$ cat src/rtl/dwc_pkg.sv
package dwc_pkg;
  localparam int DATA_W     = 8;
  localparam int NIB_W      = 4;
  localparam int NUM_DIGITS = 8;
  localparam int ADDR_W     = $clog2(NUM_DIGITS);
  localparam int UPPER_W    = DATA_W - NIB_W - 1;

  // control word field positions; the host encodes these
  localparam int CB_BANK   = 3;
  localparam int CB_SHDN_N = 4;
  localparam int CB_RAW    = 5;
  localparam int CB_HEX    = 6;
  localparam int CB_BURST  = 7;
  localparam int DP_BIT    = DATA_W - 1;

  localparam logic [DATA_W-1:0] RESET_CTRL =
    DATA_W'((1 << CB_HEX) | (1 << CB_SHDN_N) | (1 << CB_BANK));

  typedef enum logic [1:0] {
    ST_SINGLE = 2'd0,
    ST_BURST  = 2'd1,
    ST_DONE   = 2'd2
  } wrState_e;

  // strobes from control to datapath
  typedef struct packed {
    logic              wrEn;
    logic [ADDR_W-1:0] wrAddr;
    logic              rawWr;
    logic              bankA;
    logic [DATA_W-1:0] wrData;
  } storeCmd_t;
endpackage

$ cat src/rtl/dwc_ctrl.sv
module dwc_ctrl
  import dwc_pkg::*;
(
  input  logic              clk,
  input  logic              rstN,
  input  logic [DATA_W-1:0] dataIn,
  input  logic              modeSel,
  input  logic              wrStrobe,
  output storeCmd_t         cmd,
  output logic [DATA_W-1:0] ctrlWord,
  output logic              burstActive
);
  localparam logic [ADDR_W-1:0] LAST_DIGIT = ADDR_W'(NUM_DIGITS - 1);

  logic              wrPrev;
  logic              wrEdge;
  logic              ctrlWrite;
  logic              dataWrite;
  logic [DATA_W-1:0] ctrlReg;
  wrState_e          state;
  logic [ADDR_W-1:0] burstCnt;

  // synchronous edge detect on the strobe
  always_ff @(posedge clk) begin
    if (!rstN) wrPrev <= 1'b0;
    else       wrPrev <= wrStrobe;
  end

  assign wrEdge    = wrStrobe && !wrPrev;
  assign ctrlWrite = wrEdge && modeSel;
  assign dataWrite = wrEdge && !modeSel;

  always_ff @(posedge clk) begin
    if (!rstN) begin
      ctrlReg  <= RESET_CTRL;
      state    <= ST_SINGLE;
      burstCnt <= '0;
    end else if (ctrlWrite) begin
      ctrlReg  <= dataIn;
      state    <= dataIn[CB_BURST] ? ST_BURST : ST_SINGLE;
      burstCnt <= '0;
    end else if (dataWrite && state == ST_BURST) begin
      burstCnt <= burstCnt + 1'b1;
      if (burstCnt == LAST_DIGIT) state <= ST_DONE;
    end
  end

  always_comb begin
    cmd.wrEn   = dataWrite && (state != ST_DONE);
    cmd.wrAddr = (state == ST_BURST) ? burstCnt : ctrlReg[ADDR_W-1:0];
    cmd.rawWr  = ctrlReg[CB_RAW];
    cmd.bankA  = ctrlReg[CB_BANK];
    cmd.wrData = dataIn;
  end

  assign ctrlWord    = ctrlReg;
  assign burstActive = (state == ST_BURST);

  // a strobe already high on the previous cycle produces no write
  assert_single_edge_R1: assert property (@(posedge clk) disable iff (!rstN)
    (wrStrobe && $past(wrStrobe)) |-> !cmd.wrEn);

  // a control write is captured whole
  assert_ctrl_load_R2: assert property (@(posedge clk) disable iff (!rstN)
    ctrlWrite |=> (ctrlWord == $past(dataIn)));

  // a burst-announcing control word blanks the display next cycle
  assert_burst_blank_R5: assert property (@(posedge clk) disable iff (!rstN)
    (ctrlWrite && dataIn[CB_BURST]) |=> burstActive);

  // once the burst is finished, data writes are not passed on
  assert_done_ignores_R6: assert property (@(posedge clk) disable iff (!rstN)
    (state == ST_DONE && !ctrlWrite) |=> (state == ST_DONE));
endmodule

$ cat src/rtl/dwc_store.sv
module dwc_store
  import dwc_pkg::*;
(
  input  logic              clk,
  input  logic              rstN,
  input  storeCmd_t         cmd,
  input  logic              showBankA,
  input  logic [ADDR_W-1:0] rdAddr,
  output logic [DATA_W-1:0] rdByte,
  output logic              rdRaw
);
  logic [NUM_DIGITS-1:0][NIB_W-1:0]   bankAMem;
  logic [NUM_DIGITS-1:0][NIB_W-1:0]   bankBMem;
  logic [NUM_DIGITS-1:0][UPPER_W-1:0] upperMem;
  logic [NUM_DIGITS-1:0]              dpMem;
  logic [NUM_DIGITS-1:0]              rawFlag;

  for (genvar d = 0; d < NUM_DIGITS; d++) begin : g_digit
    logic hit;
    assign hit = cmd.wrEn && (cmd.wrAddr == ADDR_W'(d));

    always_ff @(posedge clk) begin
      if (!rstN) begin
        bankAMem[d] <= '0;
        bankBMem[d] <= '0;
        upperMem[d] <= '0;
        dpMem[d]    <= 1'b0;
        rawFlag[d]  <= 1'b0;
      end else if (hit) begin
        dpMem[d]   <= cmd.wrData[DP_BIT];
        rawFlag[d] <= cmd.rawWr;
        if (cmd.rawWr) begin
          bankAMem[d] <= cmd.wrData[NIB_W-1:0];
          upperMem[d] <= cmd.wrData[DP_BIT-1:NIB_W];
        end else if (cmd.bankA) begin
          bankAMem[d] <= cmd.wrData[NIB_W-1:0];
        end else begin
          bankBMem[d] <= cmd.wrData[NIB_W-1:0];
        end
      end
    end
  end

  always_comb begin
    rdRaw = rawFlag[rdAddr];
    if (rawFlag[rdAddr])
      rdByte = {dpMem[rdAddr], upperMem[rdAddr], bankAMem[rdAddr]};
    else
      rdByte = {dpMem[rdAddr], {UPPER_W{1'b0}},
                showBankA ? bankAMem[rdAddr] : bankBMem[rdAddr]};
  end

  // the written digit takes its format flag from the control word
  assert_raw_flag_R8: assert property (@(posedge clk) disable iff (!rstN)
    cmd.wrEn |=> (rawFlag[$past(cmd.wrAddr)] == $past(cmd.rawWr)));

  // a decoded write to bank A leaves bank B untouched
  assert_other_bank_R7: assert property (@(posedge clk) disable iff (!rstN)
    (cmd.wrEn && !cmd.rawWr && cmd.bankA) |=> $stable(bankBMem));

  // without a write strobe from control, no stored digit moves
  assert_idle_hold_R3: assert property (@(posedge clk) disable iff (!rstN)
    !cmd.wrEn |=> ($stable(bankAMem) && $stable(bankBMem) &&
                   $stable(dpMem) && $stable(rawFlag) && $stable(upperMem)));
endmodule

$ cat src/rtl/disp_write_ctrl.sv
module disp_write_ctrl
  import dwc_pkg::*;
(
  input  logic              clk,
  input  logic              rstN,
  input  logic [DATA_W-1:0] dataIn,
  input  logic              modeSel,
  input  logic              wrStrobe,
  input  logic [ADDR_W-1:0] rdAddr,
  output logic [DATA_W-1:0] rdByte,
  output logic              rdRaw,
  output logic              dispShutdown,
  output logic              dispBlank,
  output logic              hexSel,
  output logic              rawFmt,
  output logic              bankSel
);
  storeCmd_t         storeCmd;
  logic [DATA_W-1:0] ctrlWord;
  logic              burstActive;

  dwc_ctrl u_ctrl (
    .clk        (clk),
    .rstN       (rstN),
    .dataIn     (dataIn),
    .modeSel    (modeSel),
    .wrStrobe   (wrStrobe),
    .cmd        (storeCmd),
    .ctrlWord   (ctrlWord),
    .burstActive(burstActive)
  );

  dwc_store u_store (
    .clk      (clk),
    .rstN     (rstN),
    .cmd      (storeCmd),
    .showBankA(ctrlWord[CB_BANK]),
    .rdAddr   (rdAddr),
    .rdByte   (rdByte),
    .rdRaw    (rdRaw)
  );

  assign dispShutdown = !ctrlWord[CB_SHDN_N];
  assign dispBlank    = burstActive;
  assign hexSel       = ctrlWord[CB_HEX];
  assign rawFmt       = ctrlWord[CB_RAW];
  assign bankSel      = ctrlWord[CB_BANK];

  // shutdown does not stop data writes reaching the store
  assert_shutdown_writes_R9: assert property (@(posedge clk) disable iff (!rstN)
    (dispShutdown && wrStrobe && !$past(wrStrobe) && !modeSel && !dispBlank &&
     $past(rstN)) |-> storeCmd.wrEn);
endmodule

$ cat config.mk
export PLATFORM = sky130hd
export DESIGN_NAME = disp_write_ctrl
export DESIGN_NICKNAME = d
export VERILOG_FILES = /design/src/rtl/dwc_pkg.sv /design/src/rtl/dwc_ctrl.sv /design/src/rtl/dwc_store.sv /design/src/rtl/disp_write_ctrl.sv
export SDC_FILE = /design/constraint.sdc
export NUM_CORES = 1
export LEC_CHECK = 0
export CORE_ASPECT_RATIO = 1.5
export CORE_MARGIN = 4
export CORE_UTILIZATION = 41
export DETAILED_ROUTE_END_ITERATION = 16
export DONT_BUFFER_PORTS = 1
export PLACE_DENSITY = 0.52
export SLEW_MARGIN = 5
export SYNTH_ARGS = -nofsm -noshare
export SYNTH_HDL_FRONTEND = slang
export SYNTH_SLANG_ARGS = --single-unit
$ cat constraint.sdc
create_clock -name clk -period 2.5 [get_ports clk]
set_clock_uncertainty 0.15 [all_clocks]
set_input_delay 0.25 -clock clk [delete_from_list [all_inputs] [get_ports clk]]
set_output_delay 0.25 -clock clk [all_outputs]
set_load 0.02 [all_outputs]
=== Word-level counts from Yosys, hierarchy flattened ===
Cells that the tools add are included.

* Register bits: 117
* Input port bits: 15
* Output and inout port bits: 14
* Word-level logic and storage cells: 124

* Add/subtract/negate cells: 1
* Order comparisons: 1
* Equality and inequality tests: 10
* Multiplexer cells: 19
* Bitwise logic cells: 3
* Reduce and logical (&&, ||, !) cells: 46

{| class="wikitable"
|+ Operators by type and width
! cell !! number
|-
| AND reduction 2 bit || 17
|-
| binary-select mux 4 bit (select 3 bit) || 2
|-
| AND reduction 3 bit || 8
|-
| two-way mux 4 bit || 5
|-
| equality test 3 bit, second input constant || 5
|-
| logical AND 1 bit || 13
|-
| binary-select mux 3 bit (select 3 bit) || 1
|-
| two-way mux 7 bit || 1
|-
| binary-select mux 1 bit (select 3 bit) || 2
|-
| equality test 3 x 2 -> 1 bit, second input constant || 2
|-
| two-way mux 2 bit || 3
|-
| two-way mux 3 bit || 2
|-
| nonzero test 2 bit || 3
|-
| less-than comparator 3 x 4 -> 1 bit, second input constant || 1
|-
| adder 3 x 1 -> 3 bit, second input constant || 1
|-
| equality test 3 x 1 -> 1 bit, second input constant || 1
|-
| logical NOT 1 bit || 3
|-
| logical NOT 3 bit || 1
|-
| two-way mux 1 bit || 3
|-
| inverter 1 bit || 3
|-
| equality test 2 x 1 -> 1 bit, second input constant || 1
|-
| inequality test 2 bit, second input constant || 1
|-
| OR reduction 2 bit || 1
|}

=== Longest topological paths before layout ===
Gate-level depths: netlist of run 1.

* Word-level depth: 6
* Mapped depth: 9
* Gate-level depth less buffers: 6

=== Cells and area by module ===
From an unflattened synthesis of run 1, not the netlist that was laid out.

* Cell total of the unflattened synthesis: 634
* Area total of the unflattened synthesis: 5744.3 µm²

{| class="wikitable"
|+ Modules (own cells, without submodules)
! module !! instances !! cells each !! area an instance (µm²) !! sequential area each (µm²)
|-
| dwc_store || 1 || 544 || 4999.8 || 2082.0
|-
| dwc_ctrl || 1 || 89 || 740.7 || 280.3
|-
| disp_write_ctrl || 1 || 1 || 3.8 || 0.0
|}

=== Worst setup path before layout of run 1 ===
Ideal clock, no wire load.

* Kind: input port to output port
* From: in rdAddr[0]
* To: out rdByte[1]
* Arrival: 1.757 ns
* Path slack: 0.343 ns
* Stages: 7
* Path through: buf_2 > mux2i_1 > nand3b_1 > a41oi_1 > buf_2 > a21oi_1 > a22oi_1

* Word-level cells in the longest chain between the ends: 4
* Elaborated cells between the ends (all ways): 8
* Classes of those cells: 8 x mux

{| class="wikitable"
|+ Ends and longest elaborated chain
! what !! RTL line !! source
|-
| from (decl) || disp_write_ctrl.sv:9 || <nowiki>input logic [ADDR_W-1:0] rdAddr,</nowiki>
|-
| binary-select mux 4 bit (select 3 bit) (on tied branches) || dwc_store.sv:50, dwc_store.sv:47 ||
|-
| two-way mux 4 bit (on tied branches) || dwc_store.sv:50, dwc_store.sv:47 ||
|-
| two-way mux 4 bit || dwc_store.sv:50 || <nowiki>showBankA ? bankAMem[rdAddr] : bankBMem[rdAddr]};</nowiki>
|-
| two-way mux 7 bit (*) || dwc_store.sv:46 || <nowiki>if (rawFlag[rdAddr])</nowiki>
|-
| to (decl) || disp_write_ctrl.sv:10 || <nowiki>output logic [DATA_W-1:0] rdByte,</nowiki>
|}

Mark *: on every way between the ends. The rest lies on a longest branch, timed or not. The select of a mux whose other input is x is not followed.

=== Worst setup path after layout of run 1 ===
* From: reg u_ctrl.state[1]
* To: reg u_store.upperMem[22] in the netlist's numbering

* Word-level cells in the longest chain between the ends: 5
* Elaborated cells between the ends (all ways): 7
* Classes of those cells: 3 x eq/ne; 1 x mux; 3 x reduce/logical

{| class="wikitable"
|+ Ends and longest elaborated chain
! what !! RTL line !! source
|-
| from (decl) || dwc_ctrl.sv:20 || <nowiki>wrState_e state;</nowiki>
|-
| from (signal assigned) || dwc_ctrl.sv:40 || <nowiki>state <= dataIn[CB_BURST] ? ST_BURST : ST_SINGLE;</nowiki>
|-
| equality test 2 x 1 -> 1 bit || - ||
|-
| net dispBlank || disp_write_ctrl.sv:13 || <nowiki>output logic dispBlank,</nowiki>
|-
| two-way mux 3 bit || dwc_ctrl.sv:50 || <nowiki>cmd.wrAddr = (state == ST_BURST) ? burstCnt : ctrlReg[ADDR_W-1:0];</nowiki>
|-
| equality test 3 bit || dwc_store.sv:20 || <nowiki>assign hit = cmd.wrEn && (cmd.wrAddr == ADDR_W'(d));</nowiki>
|-
| logical AND 1 bit || dwc_store.sv:20 ||
|-
| AND reduction 2 bit (no source line) || - ||
|-
| to (signal, indexed assignment) || dwc_store.sv:34 || <nowiki>upperMem[d] <= cmd.wrData[DP_BIT-1:NIB_W];</nowiki>
|-
| to (decl) || dwc_store.sv:14 || <nowiki>logic [NUM_DIGITS-1:0][UPPER_W-1:0] upperMem;</nowiki>
|}

The timed path passes the listed nets, and every way through them passes these cells.
A chain may end at the register's enable or synchronous reset.

==> results of run 1 <==
-- registers in the layout (all words and copies together) (netlist names) --
signal and flops:
u_ctrl.ctrlWord 7, u_ctrl.state 2, u_store.upperMem 24, u_store.dpMem 8, u_ctrl.burstCnt 3, u_store.rawFlag 8, u_store.bankAMem 32, u_store.bankBMem 32
u_ctrl.wrPrev 1
-- power groups by stage --
stage,registers [mW],clock network [mW],logic (mW)
after floorplan,1.93,0,0.222
after global placement,1.94,0,0.204
after detailed placement,1.94,0,0.206
after CTS,1.90,2.66,0.277
after global routing,1.90,2.73,0.295
final,1.90,2.61,0.274
-- worst paths after layout --
path                                    from                           endpoint  slack (ns)  cells after the start
max             u_ctrl.state[1]$_SDFFE_PN0P_  u_store.upperMem[22]$_SDFFE_PN0P_        0.12                      7
min                                 wrStrobe    u_ctrl.burstCnt[1]$_SDFFE_PP0P_        0.05                      3
max reg2reg     u_ctrl.state[1]$_SDFFE_PN0P_  u_store.upperMem[22]$_SDFFE_PN0P_        0.12                      7
min reg2reg  u_store.rawFlag[1]$_SDFFE_PN0P_    u_store.rawFlag[1]$_SDFFE_PN0P_        0.32                      2
-- tightest hold or removal path: cells and delay by family --
family	cells	cell delay [ns]
simple gates	2	0.24
compound gates	1	0.05
-- cells by family (layout without fill, tap and decap cells) --
| logic type | Yosys count | count (layout) | share of synthesized area, % |
|---|---|---|---|
| flip-flops | 117 | 117 | 40.36 |
| AND/OR/NAND/NOR | 187 | 187 | 22.25 |
| buffers and inverters | 51 | 69 | 3.709 |
| other | 0 | 1 | 0 |
| XOR/XNOR | 1 | 1 | 0.1510 |
| AO/OA/AOI/OAI | 36 | 36 | 5.132 |
| multiplexers | 132 | 132 | 27.96 |
| adder cells (fa/ha/maj) | 2 | 2 | 0.4312 |
-- repair_timing --
action                                  in CTS  in global routing
pin swaps                                    0                  0
endpoints found under the hold margin      117                  0
resized for setup                            2                  2
hold buffers                                12                  0
endpoints found under the setup margin       1                  3
-- through the flow --
stage / utilization, % / setup WS [ns]
finish: 48.78 / 0.1189
global placement: 43.03 / 0.1911
CTS: 48.65 / 0.02535
floorplan: - / 0.3430
detailed placement: 43.03 / 0.1468
global route: 48.76 / 0.01798
-- synthesized netlist by cell type, types with 3 or more instances --
| cell | n |
|---|---|
| o21a_1 | 4 |
| dfxtp_1 | 117 |
| nand4_1 | 3 |
| a22oi_1 | 4 |
| nor3_2 | 5 |
| nand2_1 | 22 |
| mux2i_1 | 107 |
| clkbuf_1 | 31 |
| inv_1 | 5 |
| buf_2 | 10 |
| nor2_1 | 6 |
| nand2b_1 | 5 |
| nand4_2 | 4 |
| a21boi_0 | 8 |
| mux4_2 | 24 |
| a21oi_1 | 9 |
| nor4_4 | 8 |
| nor2b_1 | 102 |
| nor3_1 | 3 |
| nand3_1 | 11 |
| nand3b_1 | 3 |
-- routing by layer --
layer	part of all wire [%]	routed length [um]	track usage (%)	vias to the layer above
met1	42	5922	21.39	1866
met3	2.6	360	4.074	9
met2	54	7571	32.29	51
met4	1.1	161	5.816	0
li1	-	-	-	1867
met5	0	0	0	-
-- layout make-up --
cell class,instances,share of cell area [%]
antenna,1,0.03684
clock buffer,23,7.184
clock inverter,8,2.155
inverter,6,0.3316
multi-input combinational,358,48.17
sequential,117,34.48
tap,165,3.039
timing repair buffer,32,4.605
-- cell usage in the layout (no fill, tap or decap), drive strengths merged, types with 4 or more instances in the layout --
cell type,instances
buf,21
nand2b,5
o21a,4
nor3,8
mux2i,107
dlygate4sd3,11
nor2,6
nand3,11
a21oi,10
a21boi,8
bufinv,4
mux4,24
a22oi,4
nand2,22
dfxtp,117
nand4,7
nor2b,102
nor4,8
inv,6
clkbuf,23
==> reports/summary.txt, run 1 <==
Combinational Power Share: 5.7%
drt first pass iters: 4
Post-synth EDFFs: 0
syn_nets: 543
synth warn: 0
Switching Fraction: 21.20%
Sequential Power Share: 39.7%
setup TNS: 0 ns
number of global-route vias before repair: 3965
status: finished, final reports clean
total core area: 0.01393 mm2
Async SR Flop Fraction: 0%
minimum clock period after layout: 2.381 ns
Max Slew Vio Count: 0
Pwr Total: 4.782 mW
io pins: 29
CP Max Fanout: 8
num rows: 53
CTS H-tree lvls: 4
DP Cell Count: 666
P&R area growth vs syn: 17.05%
clk sinks: 117
Max Freq: 0.4200 GHz
grt ovf: 0
via count: 3793
Rel. slew slack: 46.57%
Synth top area share: 40.36%
register area: 0.002342 mm2
pin slew with the least headroom to its limit: 0.7989 ns
initial antenna violation count: 0
sequential fraction of the synthesis area: 40.36%
register clock-pin slew on the reported worst setup and hold paths: 0.05 ns
GP Congestion: 0.7868
die area: 0.01616 mm2
TritonCTS buffer count: 17
HP Class: in -> reg
RSZ-0062 raised after global routing: no
hold_ws: 0.04788 ns
Buf/Inv on CP: 2
Worst-Skew Late Latency: 0.40 ns
#FFs+latches synth: 117
endpoints failing setup: 0
fin nets: 549
Cell Chain, Critical Path: nand2b_1, inv_2, o31ai_4, nor3b_2, buf_4, mux2i_1, nor2b_1
Max-cap violations: 0
maximum clock path buffer count: 2
fillcell total: 1276
Crit. End Element: flip-flop
clock root cell: clkbuf_16
WL final: 14020 um
fin area: 0.006793 mm2
first-pass GRT wire length: 22340 um
Syn Inst Count: 526
layout cells sized above 1: 19.49%
CP max stage delay: 0.45 ns
Top FF cell, synth: dfxtp_1
CP Launch Type: flip-flop
area leader, netlist: dfxtp_1
vias per inst: 5.342
Post-CTS Repair Setup Buffers: 0
chip height: 153.7 um
syn avg cell area: 11.03 um2
starting density of the core: 41.67%
WL/cell: 19.74 um
Chip Width: 105.1 um
IO Port Bufs: 0
CTS tree: yes
CP required: 2.64 ns
CP max stage cell: dfxtp_1
Max rail drop VDD: 0.4842 mV
hpwl dp: 9313 um
synth top area cells: dfxtp_1 40%, mux2i_1 18%, nor2b_1 11%
Fin. Hold Viols: 0
DRT iter0 DRCs: 157
internal power: 3.769 mW
Top delay family on crit path: simple AND/OR/NAND/NOR gates
largest net degree at the start of global routing: 116
power density cells: 704.0 mW/mm2
Multi-input gate area: 0.003272 mm2
Clock Power Share: 54.6%
DRC: 0
Syn Std Cell Area: 0.005803 mm2
number of library cell types mapped by synthesis: 48
antenna viol nets, final: 0
cell area after placement: 0.005992 mm2
WP data arrival: 2.52 ns
post-route clock period utilization: 95.24%
post-route insts no fill: 710
Net Switching: 1.014 mW
critical setup path kind: reg -> reg
leakage: 2.498 nW
Total GRT Usage: 18.09%
(Power assumes the default switching activity.)
==> run 2, diff against run 1 <==
--- a/config.mk
+++ b/config.mk
@@ -14,4 +14,5 @@
 export SLEW_MARGIN = 5
 export SYNTH_ARGS = -nofsm -noshare
 export SYNTH_HDL_FRONTEND = slang
+export SYNTH_HIERARCHICAL = 1
 export SYNTH_SLANG_ARGS = --single-unit
==> constraint.sdc (replaced) <==
create_clock -name clk -period 2.5 [get_ports clk]
set_clock_uncertainty 0.15 [all_clocks]
set_input_delay 0.5 -clock clk [delete_from_list [all_inputs] [get_ports clk]]
set_output_delay 0.5 -clock clk [all_outputs]
set_load 0.02 [all_outputs]
==> reports/summary.txt, run 2 <==
status: finished, violations left (was finished, final reports clean)
failing checks: negative setup slack
clk sinks: 117 (unchanged)
Rel. slew slack: 69.16% (was 46.57%)
most common cell after layout, fill and taps aside: nand2_1 (was dfxtp_1)
CTS H-tree lvls: 4 (unchanged)
post-route clock period utilization: 103.0% (was 95.24%)
critical setup path kind: reg -> out (was reg -> reg)
internal reg-to-reg setup slack: 0.28 ns (was 0.12 ns)
Total GRT Usage: 19.45% (was 18.09%)
chip height: 152.6 um (was 153.7 um)
fillcell total: 1292 (was 1276)
Syn Std Cell Area: 0.005715 mm2 (was 0.005803 mm2)
power density cells: 720.6 mW/mm2 (was 704.0 mW/mm2)
DRC: 0 (unchanged)
syn avg cell area: 9.058 um2 (was 11.03 um2)
starting density of the core: 42.03% (was 41.67%)
drt first pass iters: 5 (was 4)
pin slew with the least headroom to its limit: 0.4626 ns (was 0.7989 ns)
fin area: 0.006426 mm2 (was 0.006793 mm2)
first-pass GRT wire length: 24180 um (was 22340 um)
maximum clock path buffer count: 2 (unchanged)
TritonCTS buffer count: 17 (unchanged)
vias per inst: 5.683 (was 5.342)
via count: 4421 (was 3793)
Chip Width: 104.4 um (was 105.1 um)
RSZ-0062 raised after global routing: yes (was no)
endpoints failing setup: 4 (was 0)
num rows: 52 (was 53)
Max Slew Vio Count: 0 (unchanged)
Max-cap violations: 0 (unchanged)
Multi-input gate area: 0.003039 mm2 (was 0.003272 mm2)
syn_nets: 648 (was 543)
cts hold-fix bufs: 0 (was 12)
fin nets: 621 (was 549)
hpwl dp: 9697 um (was 9313 um)
number of global-route vias before repair: 4456 (was 3965)
grt ovf: 0 (unchanged)
die area: 0.01593 mm2 (was 0.01616 mm2)
clock root cell: clkbuf_16 (unchanged)
final core occ: 47.26% (was 48.78%)
IO Port Bufs: 0 (unchanged)
Top Registers: u_store/bankAMem x32, u_store/bankBMem x32, u_store/upperMem x24 (was u_store.bankAMem x32, u_store.bankBMem x32, u_store.upperMem x24)
CP Launch Type: flip-flop (unchanged)
minimum clock period after layout: 2.576 ns (was 2.381 ns)
layout cells sized above 1: 14.77% (was 19.49%)
Crit. End Element: primary output (was flip-flop)
leakage: 2.251 nW (was 2.498 nW)
WL final: 14870 um (was 14020 um)
Syn Inst Count: 631 (was 526)
Crit. Startpoint: u_store/rawFlag[5]$_SDFFE_PN0P_ (was u_ctrl.state[1]$_SDFFE_PN0P_)
Worst-Skew Late Latency: 0.41 ns (was 0.40 ns)
WL/cell: 19.11 um (was 19.74 um)
worst r2r dst: u_store/bankAMem[26]$_SDFFE_PN0P_ (was u_store.upperMem[22]$_SDFFE_PN0P_)
Fin. Hold Viols: 0 (unchanged)
cell area after placement: 0.005743 mm2 (was 0.005992 mm2)
n_diodes: 0 (was 1)
Cell Chain, Critical Path: mux2i_1, nand3b_1, a41oi_2, buf_6, mux2i_4, a22oi_2, buf_4 (was nand2b_1, inv_2, o31ai_4, nor3b_2, buf_4, mux2i_1, nor2b_1)
crit path capture: rdByte[0] (was u_store.upperMem[22]$_SDFFE_PN0P_)
P&R area growth vs syn: 12.43% (was 17.05%)
io pins: 29 (unchanged)
largest net degree at the start of global routing: 112 (was 116)
DRT iter0 DRCs: 211 (was 157)
CP required: 1.85 ns (was 2.64 ns)
Setup WS post-layout: -0.07563 ns (was 0.1189 ns)
antenna viol nets, final: 0 (unchanged)
CTS tree: yes (unchanged)
post-place setup slack: 0.1309 ns (was 0.1468 ns)
GP Congestion: 0.7826 (was 0.7868)
initial antenna violation count: 0 (unchanged)
Max rail drop VDD: 0.3726 mV (was 0.4842 mV)
register clock-pin slew on the reported worst setup and hold paths: 0.05 ns (about the same)
CP max stage cell: dfxtp_2 (was dfxtp_1)
HP Class: in -> reg (unchanged)
most frequent cells in the layout: 120 x nand2_1, 116 x dfxtp_1, 61 x nand3_1 (was 117 x dfxtp_1, 106 x mux2i_1, 102 x nor2b_1)
CP Max Fanout: 6 (was 8)
register area: 0.002344 mm2 (was 0.002342 mm2)
Worst Reg-to-Reg Cells: 10 (was 7)
Max Freq: 0.3883 GHz (was 0.4200 GHz)
total core area: 0.01360 mm2 (was 0.01393 mm2)
Worst R2R Start: u_ctrl/state[0]$_SDFFE_PN0P_ (was u_ctrl.state[1]$_SDFFE_PN0P_)
CP max stage delay: 0.33 ns (was 0.45 ns)
synth warn: 6 (was 0)
WP data arrival: 1.93 ns (was 2.52 ns)
run 2: changes by cell type in the layout (fill, tap and decap cells not counted), moves of 11 or more:
cell | before | now
nand3_1 | 11 | 61
a21boi_0 | 8 | 47
nor2b_1 | 102 | 18
o21ai_0 | 0 | 32
dlygate4sd3_1 | 11 | 0
mux2i_1 | 106 | 25
a21boi_1 | 0 | 41
nand2_1 | 22 | 120
run 2: repair_timing:
item,CTS,global route
pin swaps,0,5
setup endpoints to repair,4,6
gates resized for setup,3,8
cloned,0,1
buffers inserted,0,2
run 2: worst min path at each step:
stage / startpoint / end / slack (ns) / cells after the start
2_1_floorplan: u_store/bankAMem[4]$_SDFFE_PN0P_ / u_store/bankAMem[4]$_SDFFE_PN0P_ / 0.28 / 2
3_3_place_gp: u_store/bankAMem[2]$_SDFFE_PN0P_ / u_store/bankAMem[2]$_SDFFE_PN0P_ / 0.29 / 2
3_5_place_dp: u_store/bankAMem[4]$_SDFFE_PN0P_ / u_store/bankAMem[4]$_SDFFE_PN0P_ / 0.29 / 2
4_1_cts: rstN / u_ctrl/ctrlWord[3]$_SDFFE_PN1P_ / 0.003 / 1
5_1_grt: rstN / u_ctrl/ctrlWord[6]$_SDFFE_PN1P_ / 0.01 / 1
6_report: wrStrobe / u_ctrl/wrPrev$_SDFF_PN0_ / 0.07 / 1
run 2: report_power, final:
group	internal, mW	switching [mW]	leakage (nW)
clock network	1.71	0.827	0.306
registers	1.88	0.0129	0.944
logic	0.0985	0.105	1.00
total	3.69	0.945	2.25
run 2: cell type report:
cell class | count | share of cell area [%]
Inverter | 5 | 0.3699
Sequential cell | 117 | 36.47
Clock buffer | 21 | 7.165
Tap cell | 162 | 3.154
Clock inverter | 10 | 2.395
Timing Repair Buffer | 21 | 3.154
Multi-Input combinational cell | 442 | 47.29
run 2: critical path: cells and delay by family (launching register included):
kind | cells | cell delay [ns]
and+or+nand+nor | 1 | 0.12
AOI/OAI and AO/OA | 2 | 0.33
muxes | 2 | 0.37
buffers and inverters | 2 | 0.35
DFF | 1 | 0.33
run 2: per-stage QoR:
| stage | TNS [ns] | total power [mW] | instances | hold slack, ns |
|---|---|---|---|---|
| floorplan | 0 | 2.160 | 631 | 0.2819 |
| global placement | 0 | 2.127 | 744 | 0.2889 |
| detailed placement | 0 | 2.130 | 744 | 0.2937 |
| CTS | -0.1362 | 4.681 | 775 | 0.003379 |
| global route | -0.6421 | 4.795 | 778 | 0.01224 |
| finish | -0.2125 | 4.631 | 778 | 0.06632 |
run 2: routing by layer:
layer | global-route usage (%) | routed length [um]
met2 | 33.86 | 7624
met5 | 0 | 0
met3 | 4.748 | 656
met1 | 22.34 | 6213
met4 | 8.935 | 374
